## src/rtl/turbo_enc_punct.sv

```systemverilog
module turbo_enc_punct #(
  parameter int N = 16,
  parameter int K = 5
) (
  input  logic       clk,
  input  logic       rst_n,
  input  logic       frame_start,
  input  logic       bit_valid,
  input  logic       bit_in,
  output logic       out_valid,
  output logic [1:0] out_sym
);
  localparam int CW = $clog2(N);
  localparam int PW = CW + $clog2(K + 1);
  localparam logic [CW-1:0] LAST = CW'(N - 1);
  localparam logic [CW-1:0] TLAST = CW'(3);

  typedef enum logic [1:0] {IDLE, FILL, ENC, TAIL} ph_t;
  ph_t phase;

  logic [N-1:0]  fbuf;
  logic [CW-1:0] cnt;
  logic [1:0]    us, ls;

  wire first = bit_valid && frame_start && (phase == IDLE || phase == FILL);

  wire [PW-1:0] prod = PW'(K) * PW'(cnt);
  wire [CW-1:0] pidx = CW'(prod % N);
  wire tail_up = (cnt < CW'(2));

  wire uin = (phase == TAIL) ? (us[1] ^ us[0]) : fbuf[cnt];
  wire lin = (phase == TAIL) ? (ls[1] ^ ls[0]) : fbuf[pidx];
  wire ufb = uin ^ us[1] ^ us[0];
  wire lfb = lin ^ ls[1] ^ ls[0];
  wire upar = ufb ^ us[0];
  wire lpar = lfb ^ ls[0];

  wire ustep = (phase == ENC) || (phase == TAIL && tail_up);
  wire lstep = (phase == ENC) || (phase == TAIL && !tail_up);

  assign out_valid = (phase == ENC) || (phase == TAIL);
  always_comb begin
    out_sym = 2'b00;
    if (phase == ENC)
      out_sym = {fbuf[cnt], cnt[0] ? upar : lpar};
    else if (phase == TAIL)
      out_sym = tail_up ? {uin, upar} : {lin, lpar};
  end

  always_ff @(posedge clk or negedge rst_n) begin
    if (!rst_n) begin
      phase <= IDLE;
      cnt   <= '0;
      fbuf  <= '0;
      us    <= '0;
      ls    <= '0;
    end else begin
      if (ustep) us <= {ufb, us[1]};
      if (lstep) ls <= {lfb, ls[1]};
      if (first) begin
        fbuf[0] <= bit_in;
        cnt     <= CW'(1);
        us      <= '0;
        ls      <= '0;
        phase   <= FILL;
      end else if (phase == FILL && bit_valid) begin
        fbuf[cnt] <= bit_in;
        if (cnt == LAST) begin
          cnt   <= '0;
          phase <= ENC;
        end else cnt <= cnt + 1'b1;
      end else if (phase == ENC) begin
        if (cnt == LAST) begin
          cnt   <= '0;
          phase <= TAIL;
        end else cnt <= cnt + 1'b1;
      end else if (phase == TAIL) begin
        if (cnt == TLAST) begin
          cnt   <= '0;
          phase <= IDLE;
        end else cnt <= cnt + 1'b1;
      end
    end
  end

  AST_QUIET_IDLE: assert property (@(posedge clk) disable iff (!rst_n)
    !out_valid |-> out_sym == 2'b00);
  AST_START_AFTER_BIT: assert property (@(posedge clk) disable iff (!rst_n)
    $rose(out_valid) |-> $past(bit_valid));
  AST_STREAM_LEN: assert property (@(posedge clk) disable iff (!rst_n)
    $fell(out_valid) |-> ($past(phase) == TAIL && $past(cnt) == TLAST));
  AST_TERMINATED: assert property (@(posedge clk) disable iff (!rst_n)
    $fell(out_valid) |-> (us == 2'b00 && ls == 2'b00));
  AST_ZERO_START: assert property (@(posedge clk) disable iff (!rst_n)
    (phase == FILL) |-> (us == 2'b00 && ls == 2'b00));
endmodule

```

## config.mk

```make
export PLATFORM = sky130hd
export DESIGN_NAME = turbo_enc_punct
export DESIGN_NICKNAME = d
export VERILOG_FILES = /design/src/rtl/turbo_enc_punct.sv
export SDC_FILE = /design/constraint.sdc
export NUM_CORES = 1
export LEC_CHECK = 0
export ABC_CLOCK_PERIOD_IN_PS = 2980
export BUFFER_PORTS_ARGS = -buffer_cell sky130_fd_sc_hd__buf_2
export CORE_MARGIN = 1.5
export CORE_UTILIZATION = 61
export CTS_CLUSTER_SIZE = 40
export DETAILED_ROUTE_END_ITERATION = 16
export MAX_ROUTING_LAYER = met4
export PLACE_DENSITY = 0.79
export SLEW_MARGIN = 10
export SYNTH_ARGS = -nofsm -noshare
export SYNTH_HDL_FRONTEND = slang
export SYNTH_SLANG_ARGS = --single-unit
export TNS_END_PERCENT = 1
```

## constraint.sdc

```tcl
create_clock -name clk -period 2.98 [get_ports clk]
set_input_delay 0 -clock clk [delete_from_list [all_inputs] [get_ports clk]]
set_output_delay 0 -clock clk [all_outputs]
set_load 0.005 [all_outputs]
```

Word-level counts from Yosys, hierarchy flattened
Index checks and enable logic that the tools add are counted.
{ "classes": {"add_sub_neg": 1, "multipliers": 1, "div_mod_pow": 0, "magnitude_cmp": 4, "n_eq_ne": 7, "shifts": 0, "n_mux": 32, "n_bitwise": 9, "n_reduce_logical": 19} }
{ "ops": {"columns": ["cell", "n"], "rows": [
  ["2-bit two-way mux", 14],
  ["4-bit two-way mux", 6],
  ["16-bit bitwise mux", 1],
  ["4-bit by 5-bit < comparator with 1-bit output (second input constant)", 2],
  ["1-bit binary-select mux with 4-bit select", 2],
  ["1-bit two-way mux", 8],
  ["4-bit nonzero test", 2],
  ["1-bit XOR", 8],
  ["1-bit logical AND", 6],
  ["3-bit by 2-bit inequality test with 1-bit output (second input constant)", 2],
  ["2-bit nonzero test", 3],
  ["4-bit by 1-bit adder with 4-bit output (second input constant)", 1],
  ["1-bit demux with 4-bit select", 1],
  ["2-bit equality test (second input constant)", 2],
  ["4-bit by 2-bit equality test with 1-bit output (second input constant)", 1],
  ["4-bit equality test (second input constant)", 1],
  ["4-bit by 1-bit greater-or-equal comparator with 1-bit output (second input constant)", 1],
  ["1-bit logical OR", 4],
  ["4-bit by 2-bit < comparator with 1-bit output (second input constant)", 1],
  ["3-bit by 4-bit multiplier with 4-bit output (first input constant)", 1],
  ["4-bit AND reduction", 1],
  ["2-bit by 1-bit equality test with 1-bit output (second input constant)", 1],
  ["2-bit logical NOT", 1],
  ["2-bit AND reduction", 1],
  ["other kinds (2)", 2]
]} }
{ "word_totals": {"register_bits": 26, "latchBits": 0, "ram_bits": 0, "mem_bits_ro": 0, "input_bits": 5, "output_inout_bits": 3, "word_cells": 79, "mem_count": 0} }

Logic depth before layout (Yosys ltp)
Gate-level depths: netlist (run 1).
{ "logic_depth": {"word_depth": 10, "ltp_mapped": 6, "mapped_depth_nobuf": 6} }

Least setup slack after synthesis (run 1)
No wires, ideal clock.
{ "synth_timing": {"path_kind": "register to register", "from": "reg cnt[0]", "to": "reg us[1]", "setup_ps": 134, "arrival_time_ps": 2047, "required_ps": 2846, "path_slack_ps": 799, "path_stages_with_launch": 7, "path_buffers": 1, "synth_period_minus_slack_ps": 2181, "cell_sequence": "dfrtp_1 buf_6 mux4_1 mux4_2 xnor2_2 mux2i_1 o31ai_2"} }
{ "synth_between": {"elab_chain_cells": 7, "elab_cells_between_ends": 11, "cone_classes": "order compare: 1; mux: 5; bitwise: 2; reduce/logical: 3"} }
{ "synth_lines": {"columns": ["item", "line", "source"], "rows": [
  ["start, declared", "22", "logic [CW-1:0] cnt;"],
  ["start signal, assigned", "71", "end else cnt <= cnt + 1'b1;"],
  ["start signal, assigned", "76", "end else cnt <= cnt + 1'b1;"],
  ["start signal, assigned", "81", "end else cnt <= cnt + 1'b1;"],
  ["1-bit binary-select mux with 4-bit select", "31", "wire uin = (phase == TAIL) ? (us[1] ^ us[0]) : fbuf[cnt];"],
  ["1-bit two-way mux (implied by the code)", "31", null],
  ["1-bit two-way mux", "31", null],
  ["1-bit XOR (2 in series)", "33", "wire ufb = uin ^ us[1] ^ us[0];"],
  ["2-bit two-way mux", "58", "if (ustep) us <= {ufb, us[1]};"],
  ["2-bit two-way mux", "60", "if (first) begin"],
  ["end signal, assigned", "58", null],
  ["end, declared", "23", "logic [1:0] us, ls;"]
]} }
Several ways; a longest one is shown, not always the timed one. The select of a mux whose other input is x is not followed.
A chain may end at the register's enable or synchronous reset.

Worst setup path after layout (run 1)
{ "layout_timing": {"from": "reg cnt[0]", "to": "out out_sym[0]"} }
{ "layout_between": {"elab_chain_cells": 10, "elab_cells_between_ends": 18, "cone_classes": "mul: 1; order compare: 1; mux: 10; bitwise: 6"} }
{ "layout_lines": {"columns": ["item", "line", "source"], "rows": [
  ["3-bit by 4-bit multiplier with 4-bit output", "27", "wire [PW-1:0] prod = PW'(K) * PW'(cnt);"],
  ["1-bit binary-select mux with 4-bit select", "32", "wire lin = (phase == TAIL) ? (ls[1] ^ ls[0]) : fbuf[pidx];"],
  ["1-bit two-way mux (implied by the code)", "32", null],
  ["1-bit two-way mux", "32", null],
  ["1-bit XOR (2 in series)", "34", "wire lfb = lin ^ ls[1] ^ ls[0];"],
  ["1-bit XOR", "36", "wire lpar = lfb ^ ls[0];"],
  ["2-bit two-way mux", "47", "out_sym = tail_up ? {uin, upar} : {lin, lpar};"],
  ["2-bit two-way mux", "46", "else if (phase == TAIL)"],
  ["2-bit two-way mux *", "44", "if (phase == ENC)"],
  ["end, declared", "11", "output logic [1:0] out_sym"]
]} }
Every way passes the cells marked *; elsewhere a longest branch is shown, timed or not. The select of a mux whose other input is x is not followed.

==> reports/metrics.cfg, run 1 <==
[outcome]
outcome=finished clean

[setup_path]
critPathLaunch=cnt[0]
worstSetupPathType=reg2out
cpMostUsedCell=mux4_2
start_kind=flop
cp_max_fo=14
cp_slowest_stage_delay_ns=0.58
crit_slowest_cell=dfrtp_1
reg2reg_from=cnt[0]
crit_chain=ha_1, mux4_2, mux4_2, xor2_1, o211ai_1, nand3_1, buf_2
arrival_ns=2.72
required_ns=2.98
end_kind=output pin

[sta]
tns_ns=0
final_max_slew_viol_count=0
fin_skew_ns=0.001187
whs_ns=0.07813
tightest_slew_ns=0.6124
timing.final.ws_setup_ns=0.2569
slew_headroom_pct=59.18
fin_crit_ns=2.723
post-route-period-util_pct=91.38
finalSetupViolCount=0
rsz0062_at_grt=no
fmaxAchievable_mhz=367.2
hold_violations=0

[global_route]
grt_remaining_overflow=0
antenna_found_initial=0
grt.total_usage_pct=24.17
grt_pass1_wl_um=5982
grt_max_degree=27
grt_pass1_vias=1300

[die]
die_w_um=57.07
num_io_pins=8
die_area_um2=3256
die_h_um=57.07
fp-row-count=19
core-area_um2=2758
start_util_pct=64.66

[placed_design]
hpwl_um=2574
place.gp.congestion=0.9116
portBuffers=7
dp.cells=196
pre_cts_slack_ns=0.5631
placedInstanceArea_um2=1822

[layout]
final_cells=201
layout.nets=181
regArea_um2=650.6
fillers=201
drive_gt1_share_pct=22.94
final_cell_area_um2=1868
area_delta_synth_final_pct=4.772
finalCoreUtilization_pct=67.74
multi_input_area_um2=1067
antenna_cells=0

[min_path]
hp-class=in2reg
hp-start=bit_valid

[yosys]
synth_top_area_share_pct=36.49
yosysMostFrequentCell=dfrtp_1
synth_edf_count=0
synth_cell_types=39
synth_ff_type=dfrtp_1
async_flop_share_pct=100.0
synth_top_area_cell=dfrtp_1
synth_area_um2=1783
synthCells=167
yosys-top-cells-count=dfrtp_1 (26), nand2_1 (22), mux2_2 (17), nand3_1 (14), clkbuf_1 (9)
synth.avg_cell_area_um2=10.68
yosysWarnings=0
ys_seq_elements=26
synthTopCellsByArea=dfrtp_1 (36%), mux2_2 (11%), mux4_2 (7.6%), mux4_1 (5.9%), nand2_1 (4.6%)
synth_fp_nets=177
ys_seq_area_share_pct=36.49

[clocking]
cts_tree=yes
cts.path.max_buffers=2
cts-htree-levels=1
cts_hold_buf=1
clkLatencyLatePin_ns=0.32
path_clk_slew_ns=0.15
cts_setup_buffers=0
numCtsBuffers=3
clock-sinks=26
cts-root-buf=clkbuf_4
cts-resized-gates=0

[power]
max-vdd-ir-drop_mv=0.7333
p_comb_share_pct=50.2
power_switching_uw=716.9
intPower_mw=1.006
p_total_mw=1.723
clkPwrFrac_pct=10.7
p_leak_nw=0.8678
seqPwrFrac_pct=39.2
sw_frac_of_total_pct=41.61
p_per_area_nw_per_um2=922.3

[route]
drt.antenna.violating_nets=0
routed_wl_um=3554
first_pass_iters=4
vias_per_cell=6.498
wl_per_cell_um=17.68
drcViolationCount=0
drt_first_iter_violations=72
route.vias.total=1306

[run]
drv_cap=0

critical path: cells and delay by family, from the launching register on:
family / cells / cell delay, ns
mux: 2 / 0.84
flops: 1 / 0.58
fa+ha+maj: 1 / 0.46
compound gates: 1 / 0.16
xor+xnor: 1 / 0.15
buf+inv: 1 / 0.13
simple gates: 1 / 0.09
path summary, 6_finish.rpt:
kind                       slack, ns    endpoint  depth (start not counted)
max                             0.26  out_sym[0]                          7
min                             0.08    phase[0]                          3
max reg2reg                     0.55       us[1]                          5
min reg2reg                     0.55    fbuf[15]                          1
max in group asynchronous       2.41    fbuf[10]                          2
min in group asynchronous       0.19    phase[0]                          2
state kept, by name, summed over array words and instances (netlist names):
name / flops
cnt: 4
fbuf: 16
phase: 2
us: 2
ls: 2
logic make-up after synthesis:
family	Yosys count	synth area share (%)
AND/OR/NAND/NOR	59	16.28
flip-flops	26	36.49
AO/OA/AOI/OAI	23	8.491
adder cells (fa/ha/maj)	5	3.509
buffers and inverters	15	3.648
XOR/XNOR	8	5.123
multiplexers	31	26.46
cells in the final DEF (no fill, tap or decap), types with 3 or more instances in the layout:
master and n:
nand2_1 22, mux4_2 6, a21oi_1 3, ha_1 5, nand3_1 14, dfrtp_1 26, mux2_2 17, buf_2 7
o21ai_0 7, mux4_1 4, clkbuf_4 3, mux2i_1 4, nand3b_1 3, xor2_1 5, inv_1 4, nor2_1 7
area by class of cell:
| class | count | share of cell area, % |
|---|---|---|
| clock buffers | 4 | 1.942 |
| flip-flops and latches | 26 | 34.83 |
| well taps | 31 | 2.076 |
| repair buffers | 10 | 3.215 |
| inverters | 4 | 0.8038 |
| multi-input cells | 126 | 57.13 |
per-layer routing:
metal  vias up  routed length, um  global-route usage, %
met2        39               1777                  39.74
met5         -                  0                      -
met3         6                142                  2.041
met1       638               1574                  30.61
li1        623                  -                      -
met4         0                 60                  10.96
power groups by stage:
stage	sequential [mW]	combinational [mW]	clock [mW]
after floorplan	0.556	0.803	0
after global placement	0.669	0.830	0
after detailed placement	0.681	0.854	0
after CTS	0.674	0.862	0.190
after global routing	0.702	0.943	0.195
final	0.675	0.864	0.184
(Power assumes the default switching activity.)
==> run 2, diff against run 1 <==
- ABC_CLOCK_PERIOD_IN_PS: 2980 -> 2600
- clock period: 2.98 -> 2.6 ns (I/O delays scaled with it)
==> reports/metrics.cfg, run 2 (synthesized netlist as in run 1, its figures left out) <==
[die]
die_h_um=57.07  ; unchanged
die_area_um2=3256  ; unchanged
start_util_pct=64.66  ; unchanged
num_io_pins=8  ; unchanged
fp-row-count=19  ; unchanged
core-area_um2=2758  ; unchanged
die_w_um=57.07  ; unchanged

[layout]
finalCoreUtilization_pct=68.97  ; +1.2 points
layout_common_cells=dfrtp_1 (24), nand2_1 (22), mux2_2 (17), nand3_1 (14)
max_flop_register=fbuf
final_cell_area_um2=1902  ; +1.8%
reg_top3=fbuf: 16 flops, cnt: 4 flops
largest_reg_flops=16  ; unchanged
antenna_cells=0  ; unchanged
final_common_cell=dfrtp_1
layout.nets=185  ; +2.2%
area_delta_synth_final_pct=6.666
drive_gt1_share_pct=26.01  ; +3.1 points

[sta]
rsz0062_at_grt=yes
fmaxAchievable_mhz=397.1
finalSetupViolCount=0  ; unchanged
final_max_slew_viol_count=0  ; unchanged
fin_crit_ns=2.518
post-route-period-util_pct=96.85
hold_violations=0  ; unchanged
fin_skew_ns=0.004285  ; +0.003098 ns
tightest_slew_ns=0.6194  ; +0.007042 ns
slew_headroom_pct=58.39  ; -0.79 points

[setup_path]
regToRegSetupSlack_ns=0.34  ; -0.21 ns
worstSetupPathType=reg2out
end_kind=output pin
required_ns=2.60  ; -0.38 ns
arrival_ns=2.52  ; -0.20 ns
start_kind=flop
cp_max_fo=7  ; -7

[placed_design]
place.gp.congestion=0.8693  ; -4.6%
portBuffers=7  ; unchanged
hpwl_um=2688  ; +4.4%
placedInstanceArea_um2=1837  ; +0.82%

[clocking]
clkLatencyLatePin_ns=0.33  ; about the same
cts-htree-levels=1  ; unchanged
clock-sinks=26  ; unchanged
cts_tree=yes
cts.path.max_buffers=2  ; unchanged
path_clk_slew_ns=0.13  ; -0.02 ns
numCtsBuffers=3  ; unchanged
cts-root-buf=clkbuf_4

[route]
routed_wl_um=3732  ; +5.0%
drt_first_iter_violations=101  ; +40%
vias_per_cell=6.510  ; +0.19%
drt.antenna.violating_nets=0  ; unchanged
first_pass_iters=4  ; unchanged
route.vias.total=1328  ; +1.7%
wl_per_cell_um=18.29  ; +3.5%
drcViolationCount=0  ; unchanged

[global_route]
grt_pass1_vias=1296  ; -0.31%
grt_max_degree=27  ; unchanged
antenna_found_initial=0  ; unchanged
grt.total_usage_pct=26.36  ; +2.2 points
grt_remaining_overflow=0  ; unchanged
grt_pass1_wl_um=6389  ; +6.8%

[outcome]
outcome=finished clean

[power]
p_leak_nw=0.8778  ; +1.2%
p_per_area_nw_per_um2=1066  ; +16%
max-vdd-ir-drop_mv=0.8062  ; +9.9%

[run]
drv_cap=0  ; unchanged

[min_path]
hp-class=in2reg

run 2: worst max-delay path, cell delays in order, from the launching register on:
cell      delay [ns]
dfrtp_2         0.51
ha_4            0.33
mux4_2          0.32
mux4_2          0.49
xor2_1          0.16
o211ai_1        0.16
nand3_1         0.10
buf_2           0.13
run 2: timing repair:
item,in CTS,in global routing
resized for setup,3,1
buffers inserted,0,2
setup endpoints to repair,1,1
pin swaps,0,1
hold buffers,1,0
gates cloned,0,0
endpoints found under the hold margin,26,0
run 2: cell type report:
| type | instances | area, um2 |
|---|---|---|
| Fill cell | 204 | 855.8 |
| Multi-Input combinational cell | 126 | 1080 |
| Timing Repair Buffer | 14 | 90.09 |
| Tap cell | 31 | 38.79 |
| Clock buffer | 3 | 22.52 |
| Sequential cell | 26 | 655.6 |
| Inverter | 4 | 15.01 |
run 2: worst paths after layout:
path,depth (start not counted),end,start
setup / recovery,7,out_sym[0],cnt[0]
hold / removal,3,phase[0],bit_valid
setup reg to reg,5,us[1],cnt[0]
hold reg to reg,1,fbuf[11],fbuf[11]
max in group asynchronous,2,cnt[1],rst_n
min in group asynchronous,2,phase[0],rst_n
run 2: per-stage QoR:
step / hold slack (ns) / worst slack (ns) / setup TNS [ns] / cells / power [mW]
final: 0.06150 / 0.08196 / 0 / 204 / 2.027
after global placement: 0.02357 / 0.3309 / 0 / 198 / 1.744
after detailed placement: 0.03770 / 0.2797 / 0 / 198 / 1.793
after floorplan: -0.2956 / 0.4187 / 0 / 167 / 1.557
after CTS: 0.05358 / 0.07667 / 0 / 202 / 1.993
after global routing: 0.1171 / -0.004727 / -0.004727 / 204 / 2.171
run 2: power by group:
| group | total [mW] | switching [mW] | internal, mW |
|---|---|---|---|
| Sequential | 0.762 | 0.220 | 0.542 |
| Combinational | 1.09 | 0.513 | 0.581 |
| Clock | 0.171 | 0.117 | 0.0545 |
run 2: layer usage:
| layer | vias to the layer above | track usage, % | share of wire [%] |
|---|---|---|---|
| li1 | 629 | - | - |
| met2 | 44 | 41.54 | 48 |
| met3 | 11 | 2.721 | 4.2 |
| met4 | 0 | 9.967 | 2.4 |
| met1 | 644 | 35.67 | 45 |
| met5 | - | - | 0 |
